**src/rtl/tmr_wave_pkg.sv**
```systemverilog
// Shared constants and types for the waveform timer channel.
// Assumes byte offsets on an 8-bit address and 32-bit register words.
package tmr_wave_pkg;
    localparam int ADDR_W = 8;
    localparam int DATA_W = 32;

    localparam logic [ADDR_W-1:0] OFS_CMD  = 8'h00;
    localparam logic [ADDR_W-1:0] OFS_MODE = 8'h04;
    localparam logic [ADDR_W-1:0] OFS_CNT  = 8'h10;
    localparam logic [ADDR_W-1:0] OFS_CMPA = 8'h14;
    localparam logic [ADDR_W-1:0] OFS_CMPB = 8'h18;
    localparam logic [ADDR_W-1:0] OFS_CMPC = 8'h1C;
    localparam logic [ADDR_W-1:0] OFS_STAT = 8'h20;
    localparam logic [ADDR_W-1:0] OFS_MSET = 8'h24;
    localparam logic [ADDR_W-1:0] OFS_MCLR = 8'h28;
    localparam logic [ADDR_W-1:0] OFS_MASK = 8'h2C;

    // Event flag bits that exist (bit 1 is reserved).
    localparam logic [4:0] EVT_VALID = 5'b11101;

    typedef enum logic [1:0] {
        ACT_NONE = 2'd0,
        ACT_SET  = 2'd1,
        ACT_CLR  = 2'd2,
        ACT_TGL  = 2'd3
    } act_e;

    // Applies one output action to the current level.
    function automatic logic act_apply(input logic cur, input act_e a);
        case (a)
            ACT_SET: return 1'b1;
            ACT_CLR: return 1'b0;
            ACT_TGL: return ~cur;
            default: return cur;
        endcase
    endfunction
endpackage

```
**src/rtl/tmr_tick_sel.sv**
```systemverilog
// Tick source selector: picks one internal pulse or the rising edge of one
// external clock level. Assumes external levels are already synchronous.
module tmr_tick_sel #(
    parameter int N_INT = 5,
    parameter int N_EXT = 3
) (
    input  logic                             clk,
    input  logic                             rst_n,
    input  logic [N_INT-1:0]                 int_tick,
    input  logic [N_EXT-1:0]                 ext_clk,
    input  logic [$clog2(N_INT+N_EXT)-1:0]   sel,
    output logic                             tick
);
    localparam int N_SRC = N_INT + N_EXT;

    logic [N_EXT-1:0] ext_q;
    logic [N_EXT-1:0] ext_rise;
    logic [N_SRC-1:0] src;

    // Remember the previous external level for edge detection.
    always_ff @(posedge clk) begin
        if (!rst_n) ext_q <= '0;
        else        ext_q <= ext_clk;
    end

    generate
        for (genvar g = 0; g < N_EXT; g++) begin : g_edge
            assign ext_rise[g] = ext_clk[g] & ~ext_q[g];
        end
    endgenerate

    assign src  = {ext_rise, int_tick};
    assign tick = src[sel];
endmodule

```
**src/rtl/tmr_count.sv**
```systemverilog
// Counter core: up or up/down motion with optional auto-reset at compare C,
// plus compare and overflow events. Assumes C >= 1 in up/down modes.
module tmr_count #(
    parameter int CNT_W = 16
) (
    input  logic             clk,
    input  logic             rst_n,
    input  logic             tick,
    input  logic             run,
    input  logic             restart,
    input  logic             updown,
    input  logic             auto_rc,
    input  logic [CNT_W-1:0] cmp_a,
    input  logic [CNT_W-1:0] cmp_b,
    input  logic [CNT_W-1:0] cmp_c,
    output logic [CNT_W-1:0] cnt,
    output logic             ovf_ev,
    output logic             a_ev,
    output logic             b_ev,
    output logic             c_ev
);
    localparam logic [CNT_W-1:0] CNT_MAX = '1;

    logic             step;
    logic             dir_up;
    logic             nxt_dir;
    logic             wrap;
    logic [CNT_W-1:0] top;
    logic [CNT_W-1:0] nxt;

    assign step = tick & run;
    assign top  = auto_rc ? cmp_c : CNT_MAX;

    // Next count and direction for one tick.
    always_comb begin
        nxt     = cnt + 1'b1;
        nxt_dir = dir_up;
        wrap    = 1'b0;
        if (!updown) begin
            if (auto_rc && cnt == cmp_c) nxt  = '0;
            else                         wrap = (cnt == CNT_MAX);
        end else if (dir_up) begin
            if (cnt == top) begin
                nxt     = cnt - 1'b1;
                nxt_dir = 1'b0;
            end
        end else if (cnt == '0) begin
            nxt_dir = 1'b1;
        end else begin
            nxt = cnt - 1'b1;
        end
    end

    // Count register; a restart overrides any tick.
    always_ff @(posedge clk) begin
        if (!rst_n || restart) begin
            cnt    <= '0;
            dir_up <= 1'b1;
        end else if (step) begin
            cnt    <= nxt;
            dir_up <= nxt_dir;
        end
    end

    assign ovf_ev = step & wrap & ~restart;
    assign a_ev   = step & (cnt == cmp_a);
    assign b_ev   = step & (cnt == cmp_b);
    assign c_ev   = step & (cnt == cmp_c);
endmodule

```
**src/rtl/tmr_wave_out.sv**
```systemverilog
// One waveform output: applies the action of the highest-priority event
// (restart, then compare C, then own compare) whose action is not none.
module tmr_wave_out
    import tmr_wave_pkg::*;
(
    input  logic clk,
    input  logic rst_n,
    input  logic ev_cmp,
    input  logic ev_c,
    input  logic ev_sw,
    input  act_e act_cmp,
    input  act_e act_c,
    input  act_e act_sw,
    output logic level
);
    act_e act;

    // Pick the winning action for this cycle.
    always_comb begin
        if (ev_sw && act_sw != ACT_NONE)        act = act_sw;
        else if (ev_c && act_c != ACT_NONE)     act = act_c;
        else if (ev_cmp && act_cmp != ACT_NONE) act = act_cmp;
        else                                    act = ACT_NONE;
    end

    // Output level register.
    always_ff @(posedge clk) begin
        if (!rst_n) level <= 1'b0;
        else        level <= act_apply(level, act);
    end
endmodule

```
**src/rtl/tmr_wave_chan.sv**
```systemverilog
// Waveform timer channel top: register port, clock enable and stop state,
// event flags with read-clear, interrupt mask, and two waveform outputs.
// Assumes one register access per cycle and CNT_W <= 32.
module tmr_wave_chan
    import tmr_wave_pkg::*;
#(
    parameter int CNT_W = 16,
    parameter int N_INT = 5,
    parameter int N_EXT = 3
) (
    input  logic              clk,
    input  logic              rst_n,
    input  logic              wr_en,
    input  logic              rd_en,
    input  logic [ADDR_W-1:0] addr,
    input  logic [DATA_W-1:0] wdata,
    output logic [DATA_W-1:0] rdata,
    input  logic [N_INT-1:0]  int_tick,
    input  logic [N_EXT-1:0]  ext_clk,
    output logic              wave_a,
    output logic              wave_b,
    output logic              irq
);
    localparam int SEL_W = $clog2(N_INT + N_EXT);

    logic [DATA_W-1:0] mode;
    logic [CNT_W-1:0]  cmp_a, cmp_b, cmp_c, cnt;
    logic              clk_en, stopped, run, tick, swtrig, wr_cmd;
    logic              ovf_ev, a_ev, b_ev, c_ev;
    logic [4:0]        flags, mask, new_ev;
    logic [1:0]        ev_own, lvl;
    act_e              act_own [2];
    act_e              act_c   [2];
    act_e              act_sw  [2];

    assign wr_cmd = wr_en && addr == OFS_CMD;
    assign swtrig = wr_cmd & wdata[2];
    assign run    = clk_en & ~stopped & mode[15];

    tmr_tick_sel #(.N_INT(N_INT), .N_EXT(N_EXT)) u_sel (
        .clk(clk), .rst_n(rst_n), .int_tick(int_tick), .ext_clk(ext_clk),
        .sel(mode[SEL_W-1:0]), .tick(tick)
    );

    tmr_count #(.CNT_W(CNT_W)) u_cnt (
        .clk(clk), .rst_n(rst_n), .tick(tick), .run(run), .restart(swtrig),
        .updown(mode[13]), .auto_rc(mode[14]),
        .cmp_a(cmp_a), .cmp_b(cmp_b), .cmp_c(cmp_c), .cnt(cnt),
        .ovf_ev(ovf_ev), .a_ev(a_ev), .b_ev(b_ev), .c_ev(c_ev)
    );

    assign ev_own     = {b_ev, a_ev};
    assign act_own[0] = act_e'(mode[17:16]);
    assign act_c[0]   = act_e'(mode[19:18]);
    assign act_sw[0]  = act_e'(mode[23:22]);
    assign act_own[1] = act_e'(mode[25:24]);
    assign act_c[1]   = act_e'(mode[27:26]);
    assign act_sw[1]  = act_e'(mode[31:30]);

    generate
        for (genvar g = 0; g < 2; g++) begin : g_out
            tmr_wave_out u_out (
                .clk(clk), .rst_n(rst_n), .ev_cmp(ev_own[g]), .ev_c(c_ev),
                .ev_sw(swtrig), .act_cmp(act_own[g]), .act_c(act_c[g]),
                .act_sw(act_sw[g]), .level(lvl[g])
            );
        end
    endgenerate

    assign wave_a = lvl[0];
    assign wave_b = lvl[1];

    // Clock enable and stop state, commands overriding compare-C effects.
    always_ff @(posedge clk) begin
        if (!rst_n) begin
            clk_en  <= 1'b0;
            stopped <= 1'b0;
        end else begin
            if (wr_cmd && wdata[1])      clk_en <= 1'b0;
            else if (wr_cmd && wdata[0]) clk_en <= 1'b1;
            else if (c_ev && mode[7])    clk_en <= 1'b0;
            if (swtrig)                  stopped <= 1'b0;
            else if (c_ev && mode[6])    stopped <= 1'b1;
        end
    end

    // Configuration registers.
    always_ff @(posedge clk) begin
        if (!rst_n) begin
            mode  <= '0;
            cmp_a <= '0;
            cmp_b <= '0;
            cmp_c <= '0;
        end else if (wr_en) begin
            case (addr)
                OFS_MODE: mode  <= wdata;
                OFS_CMPA: cmp_a <= wdata[CNT_W-1:0];
                OFS_CMPB: cmp_b <= wdata[CNT_W-1:0];
                OFS_CMPC: cmp_c <= wdata[CNT_W-1:0];
                default:  ;
            endcase
        end
    end

    assign new_ev = {c_ev, b_ev, a_ev, 1'b0, ovf_ev};

    // Sticky event flags with clear-on-read, and the interrupt mask.
    always_ff @(posedge clk) begin
        if (!rst_n) begin
            flags <= '0;
            mask  <= '0;
        end else begin
            if (rd_en && addr == OFS_STAT) flags <= new_ev;
            else                           flags <= flags | new_ev;
            if (wr_en && addr == OFS_MSET) mask <= mask | (wdata[4:0] & EVT_VALID);
            if (wr_en && addr == OFS_MCLR) mask <= mask & ~wdata[4:0];
        end
    end

    assign irq = |(flags & mask);

    // Read data multiplexer.
    always_comb begin
        rdata = '0;
        if (rd_en) begin
            case (addr)
                OFS_MODE: rdata = mode;
                OFS_CNT:  rdata = DATA_W'(cnt);
                OFS_CMPA: rdata = DATA_W'(cmp_a);
                OFS_CMPB: rdata = DATA_W'(cmp_b);
                OFS_CMPC: rdata = DATA_W'(cmp_c);
                OFS_STAT: rdata = {13'b0, wave_b, wave_a, clk_en, 11'b0, flags};
                OFS_MASK: rdata = DATA_W'(mask);
                default:  rdata = '0;
            endcase
        end
    end
endmodule

```
**config.mk**
```make
export PLATFORM = sky130hd
export DESIGN_NAME = tmr_wave_chan
export DESIGN_NICKNAME = d
export VERILOG_FILES = /design/src/rtl/tmr_wave_pkg.sv /design/src/rtl/tmr_tick_sel.sv /design/src/rtl/tmr_count.sv /design/src/rtl/tmr_wave_out.sv /design/src/rtl/tmr_wave_chan.sv
export SDC_FILE = /design/constraint.sdc
export NUM_CORES = 1
export LEC_CHECK = 0
export BUFFER_PORTS_ARGS = -buffer_cell sky130_fd_sc_hd__buf_2
export CORE_MARGIN = 3
export CORE_UTILIZATION = 25
export CTS_CLUSTER_SIZE = 14
export DETAILED_ROUTE_END_ITERATION = 8
export GPL_TIMING_DRIVEN = 0
export PLACE_DENSITY_LB_ADDON = 0.15
export SLEW_MARGIN = 20
export SYNTH_ARGS = -nofsm -noshare
export SYNTH_HDL_FRONTEND = slang
export SYNTH_HIERARCHICAL = 1
export SYNTH_SLANG_ARGS = --single-unit
```
**constraint.sdc**
```tcl
create_clock -name clk -period 5.8 [get_ports clk]
set_clock_uncertainty 0.05 [all_clocks]
set_input_delay 0.58 -clock clk [delete_from_list [all_inputs] [get_ports clk]]
set_output_delay 0.58 -clock clk [all_outputs]
set_load 0.02 [all_outputs]
```
# Word-level counts from Yosys, hierarchy flattened

Index checks and enable logic that the tools add are counted.

Add/sub/neg operators: 2
Multipliers: 0
Div/mod/pow operators: 0
Magnitude comparators: 1
Eq/ne operators: 20
Shift-type cells: 0
Multiplexer cells: 28
Bitwise operators: 25
Reduce and logical (&&, ||, !) cells: 38

Operators by type and width:

| operator              | number |
|---|---|
| $pmux 32 s7           | 1 |
| $mux 16               | 6 |
| $eq 16x16->1          | 4 |
| $eq 8x5->1 const B    | 4 |
| $eq 8x6->1 const B    | 4 |
| $mux 32               | 1 |
| $add 16x1->16 const B | 1 |
| $eq 16x16->1 const B  | 1 |
| $logic_not 16->1      | 1 |
| $reduce_bool 2->1     | 8 |
| $sub 16x1->16 const B | 1 |
| $logic_and 1x1->1     | 15 |
| $mux 5                | 3 |
| $and 1x1->1           | 12 |
| $mux 2                | 6 |
| $and 5x5->5           | 2 |
| $or 5x5->5            | 2 |
| $reduce_and 2->1      | 5 |
| $eq 2x2->1 const B    | 4 |
| $eq 8x3->1 const B    | 1 |
| $logic_not 8->1       | 1 |
| $mux 1                | 8 |
| $not 1->1             | 8 |
| $pmux 1 s3            | 2 |
| other kinds (9)       | 13 |

Register bits: 114
Bits in latches: 0
RAM bits: 0
Memory bits (read-only): 0
Input bits: 52
Output and inout bits: 35
Logic and storage cells: 128
Memories: 0

# Depth between registers and ports, before layout

Word-level depth: 12
Depth in mapped cells: 10
Depth with buffers taken out: 9

# Hierarchy

Netlist, hierarchy kept.

Modules (own cells, without submodules):

| module        | times used | cells an instance | area each (sq um) | seq. area each (sq um) |
|---|---|---|---|---|
| tmr_wave_chan | 1          | 555               | 4687.0            | 1821.7 |
| tmr_count     | 1          | 303               | 2174.6            | 340.3 |
| tmr_wave_out  | 2          | 12                | 77.6              | 20.0 |
| tmr_tick_sel  | 1          | 12                | 153.9             | 60.1 |

# Worst setup path after synthesis

OpenSTA, ideal clock, no wires.

Path kind: in2out
Start: input addr[3]
End: output rdata[6]
Arrival time: 2.124 ns
Required time: 5.170 ns
Path slack: 3.046 ns
Stages on the path: 6
Path through: buf_6 or4b_4 clkbuf_1 nor3b_1 o21ai_0 a21oi_1

Longest elaborated chain between the ends: 3
Elaborated cells on any way between the ends: 9
Those cells by class: eq/ne: 7; mux: 2

Ends and longest elaborated chain:

| what                               | RTL line             | source |
|---|---|---|
| from (decl)                        | tmr_wave_chan.sv:15  | `input logic [ADDR_W-1:0] addr,` |
| $eq 8x6->1 (tied with other cells) | tmr_wave_chan.sv:126 | `case (addr)` |
| $pmux 32 s7 (*)                    | tmr_wave_chan.sv:126 |  |
| $mux 32 (*)                        | tmr_wave_chan.sv:125 | `if (rd_en) begin` |
| to (decl)                          | tmr_wave_chan.sv:17  | `output logic [DATA_W-1:0] rdata,` |

Mark *: on every way between the ends. The rest lies on a longest branch, timed or not.

# Final worst setup path

Start: input addr[2]
End: output rdata[6]

Same word-level chain as after synthesis.

==> impl_metrics.toml <==
[outcome]
outcome = "finished clean"

[placed_design]
dp_hpwl_um = 22110
place_congestion = 0.8394
portBuffers = 85
dpl_cell_area_mm2 = 0.008080
dpl.cell_count = 1358

[clock_network]
cts_buffers = 17
clkSinkCount = 113
cts_setup_buffers = 0
insertion_delay_ns = 0.43
path_clk_slew_ns = 0.07
cts_buffer_depth = 2
cts_resized = 0
cts_tree = "yes"
clockRootBuffer = "clkbuf_16"
htreeDepth = 4
cts_hold_buf = 0

[sta]
hold_viol = 0
finalCritPeriodShare_pct = 59.95
setup_tns_ns = 0
finalCriticalPeriod_ns = 3.477
relSlewSlack_pct = 31.74
rsz0062_at_grt = "false"
tightestPinTransition_ns = 1.016
setup_viol = 0
drv_slew = 0
max_freq_mhz = 287.6

[worst_setup_path]
cp-end-kind = "primary output"
worst_path_max_delay_cell = "nor4_4"
crit_type = "in -> out"
critical_path_required_ns = 5.17
cp.arrival_ns = 2.85
crit_path_cell_trace = "buf_2 -> buf_2 -> nor4_4 -> clkbuf_1 -> a22o_1 -> a22oi_1 -> a21oi_1 -> buf_2"
cp_max_fo = 10
cp-start-kind = "input pin"
worst_path_largest_cell_delay_ns = 0.70
crit_top_cell = "buf_2"

[finish]
diodes = 0
fin_cells = 1390
fin_util_pct = 30.85
final_nets = 1054
drive_above_1_share_pct = 17.59
areaGrowthSynthToFinish_pct = 20.52
postLayoutCellArea_mm2 = 0.008642

[power]
ir_drop_mv = 0.1738
p_seq_share_pct = 40.1
combPwrFrac_pct = 7.9
power.density_mw_per_mm2 = 226.7
p_int_w = 0.001403
p_sw_w = 0.0005563
p_leak_nw = 3.291
power.share.switching_pct = 28.39
power_frac_clock_pct = 52.0

[floorplan]
row_count = 61
die-area_mm2 = 0.03075
coreArea_mm2 = 0.02801
io_pins = 87
die_y_um = 175.4
start_util_pct = 25.60
die_w_um = 175.4

[routing]
drt-pass1-iter-count = 5
viasPerCell = 5.048
drtIter0Drc = 541
antenna_left = 0
drc = 0
wl_per_cell_um = 20.34
routed_wirelength_um = 28270
vias = 7017

[synthesis]
synth_cell_types = 76
netlist_area_mm2 = 0.007171
synthFlopType = "dfxtp_1"
synth_area_per_cell_um2 = 8.021
synth_edf_count = 0
synth-seq-cells = 113
synthArstFlopShare_pct = 0
syn_inst = 894
ys_warn_count = 6
seq_area_frac_synth_pct = 31.55
synth_nets = 949

[worst_hold_path]
hp-class = "in -> reg"

[global_routing]
antenna_found_initial = 0
grt_pass1_wl_um = 43380
grt_max_degree = 17
grt_use_total_pct = 18.41
overflow = 0
grt_pass1_vias = 7026

[run]
drv_cap = 0
## critical path: cells and delay by family
kind / cells / cell delay (ns)
and+or+nand+nor: 1 / 0.70
AOI/OAI and AO/OA: 3 / 0.57
buffers and inverters: 4 / 0.98
## cells in the final DEF (no fill, tap or decap), drive strengths merged, types with 3 or more instances in the layout
cell | netlist | routed
a311oi | 4 | 4
clkinv | 0 | 3
nor3 | 20 | 20
o31ai | 4 | 4
nand2b | 7 | 7
clkbuf | 43 | 61
xnor2 | 4 | 4
nor4 | 20 | 20
a22o | 19 | 19
a31oi | 7 | 7
dfxtp | 113 | 113
nor2b | 31 | 31
a222oi | 3 | 3
o2bb2ai | 3 | 3
clkinvlp | 0 | 4
o21ai | 33 | 33
ha | 3 | 3
a22oi | 20 | 20
and3 | 25 | 25
or4 | 4 | 4
and2 | 10 | 10
mux2i | 29 | 29
nor3b | 14 | 14
buf | 26 | 112
nand3 | 17 | 17
a32o | 6 | 6
and4 | 12 | 12
a21o | 3 | 3
inv | 26 | 33
nor2 | 21 | 21
or3 | 14 | 14
a21boi | 64 | 64
a21oi | 44 | 44
nand2 | 164 | 164
xor2 | 41 | 41
nor4b | 4 | 4
nand4 | 10 | 10
## layout make-up
cell class | count | area (µm²)
fillers | 3065 | 19370
plain buffers | 69 | 316.6
clock inverters | 14 | 122.6
well taps | 378 | 473.0
multi-input cells | 686 | 4498
inverters | 26 | 100.1
flip-flops and latches | 113 | 2262
repair buffers | 86 | 430.4
clock buffers | 18 | 439.2
## flip-flops by register name, summed over array words and instances (netlist names), named ones only
name / count
mode: 32
cmp_a: 16
cmp_b: 16
cmp_c: 16
u_cnt/cnt: 16
flags: 4
u_sel/ext_q: 3
g_out.u_out/level: 2
clk_en: 1
mask: 1
stopped: 1
u_cnt/dir_up: 1
## synthesized netlist by cell type (17+ instances only)
cell      count  area [µm²]
a21boi_0     57       427.9
a21oi_1      37       185.2
a22o_1       19       166.4
a22oi_1      20       150.1
and3_1       25       156.4
clkbuf_1     43       161.4
dfxtp_1     113        2262
inv_1        22       82.58
mux2i_1      29       290.3
nand2_1     164       615.6
nor2_1       17       63.81
nor2b_1      31       193.9
nor3_1       19       95.09
o21ai_0      25       125.1
xor2_1       41       359.1
## path summary, 6_finish.rpt
path	startpoint	to	slack, ns	cells after the start
max	addr[2]	rdata[6]	2.32	8
min	ext_clk[2]	u_sel/ext_q[2]	0.31	2
max reg2reg	u_cnt/cnt[3]	g_out[1].u_out/level	2.55	8
min reg2reg	mask[1]	mask[1]	0.39	2
## power groups by stage
stage	Clock, W	Sequential, W	Combinational [W]
floorplan	0	0.000800	0.0000836
global placement	0	0.000804	0.000154
CTS	0.00104	0.000786	0.000154
detailed placement	0	0.000803	0.000154
finish	0.00102	0.000786	0.000155
global route	0.00107	0.000786	0.000168
## kinds of logic after synthesis
kind of cell	count (synthesis)	share of synthesized area, %
simple gates	378	28.77
flops	113	31.55
mux	33	4.990
xor+xnor	45	5.496
compound gates	227	22.86
buf+inv	95	5.811
fa+ha+maj	3	0.5235
## routing by layer
layer / wire [µm] / vias up / global-route usage, %
met1: 13110 / 3369 / 24.59
met3: 1004 / 41 / 2.205
met4: 622 / 0 / 5.785
li1: - / 3414 / -
met2: 13530 / 193 / 31.00
met5: 0 / - / 0
## stage by stage
stage	total power, W	setup slack, ns	hold WS (ns)
global route	0.002022	2.191	0.3233
CTS	0.001975	2.364	0.3031
global placement	0.0009572	1.966	0.3784
detailed placement	0.0009568	2.123	0.3861
finish	0.001959	2.323	0.3131
floorplan	0.0008834	3.046	0.3621
No activity file was read; power rests on OpenSTA's default activity.
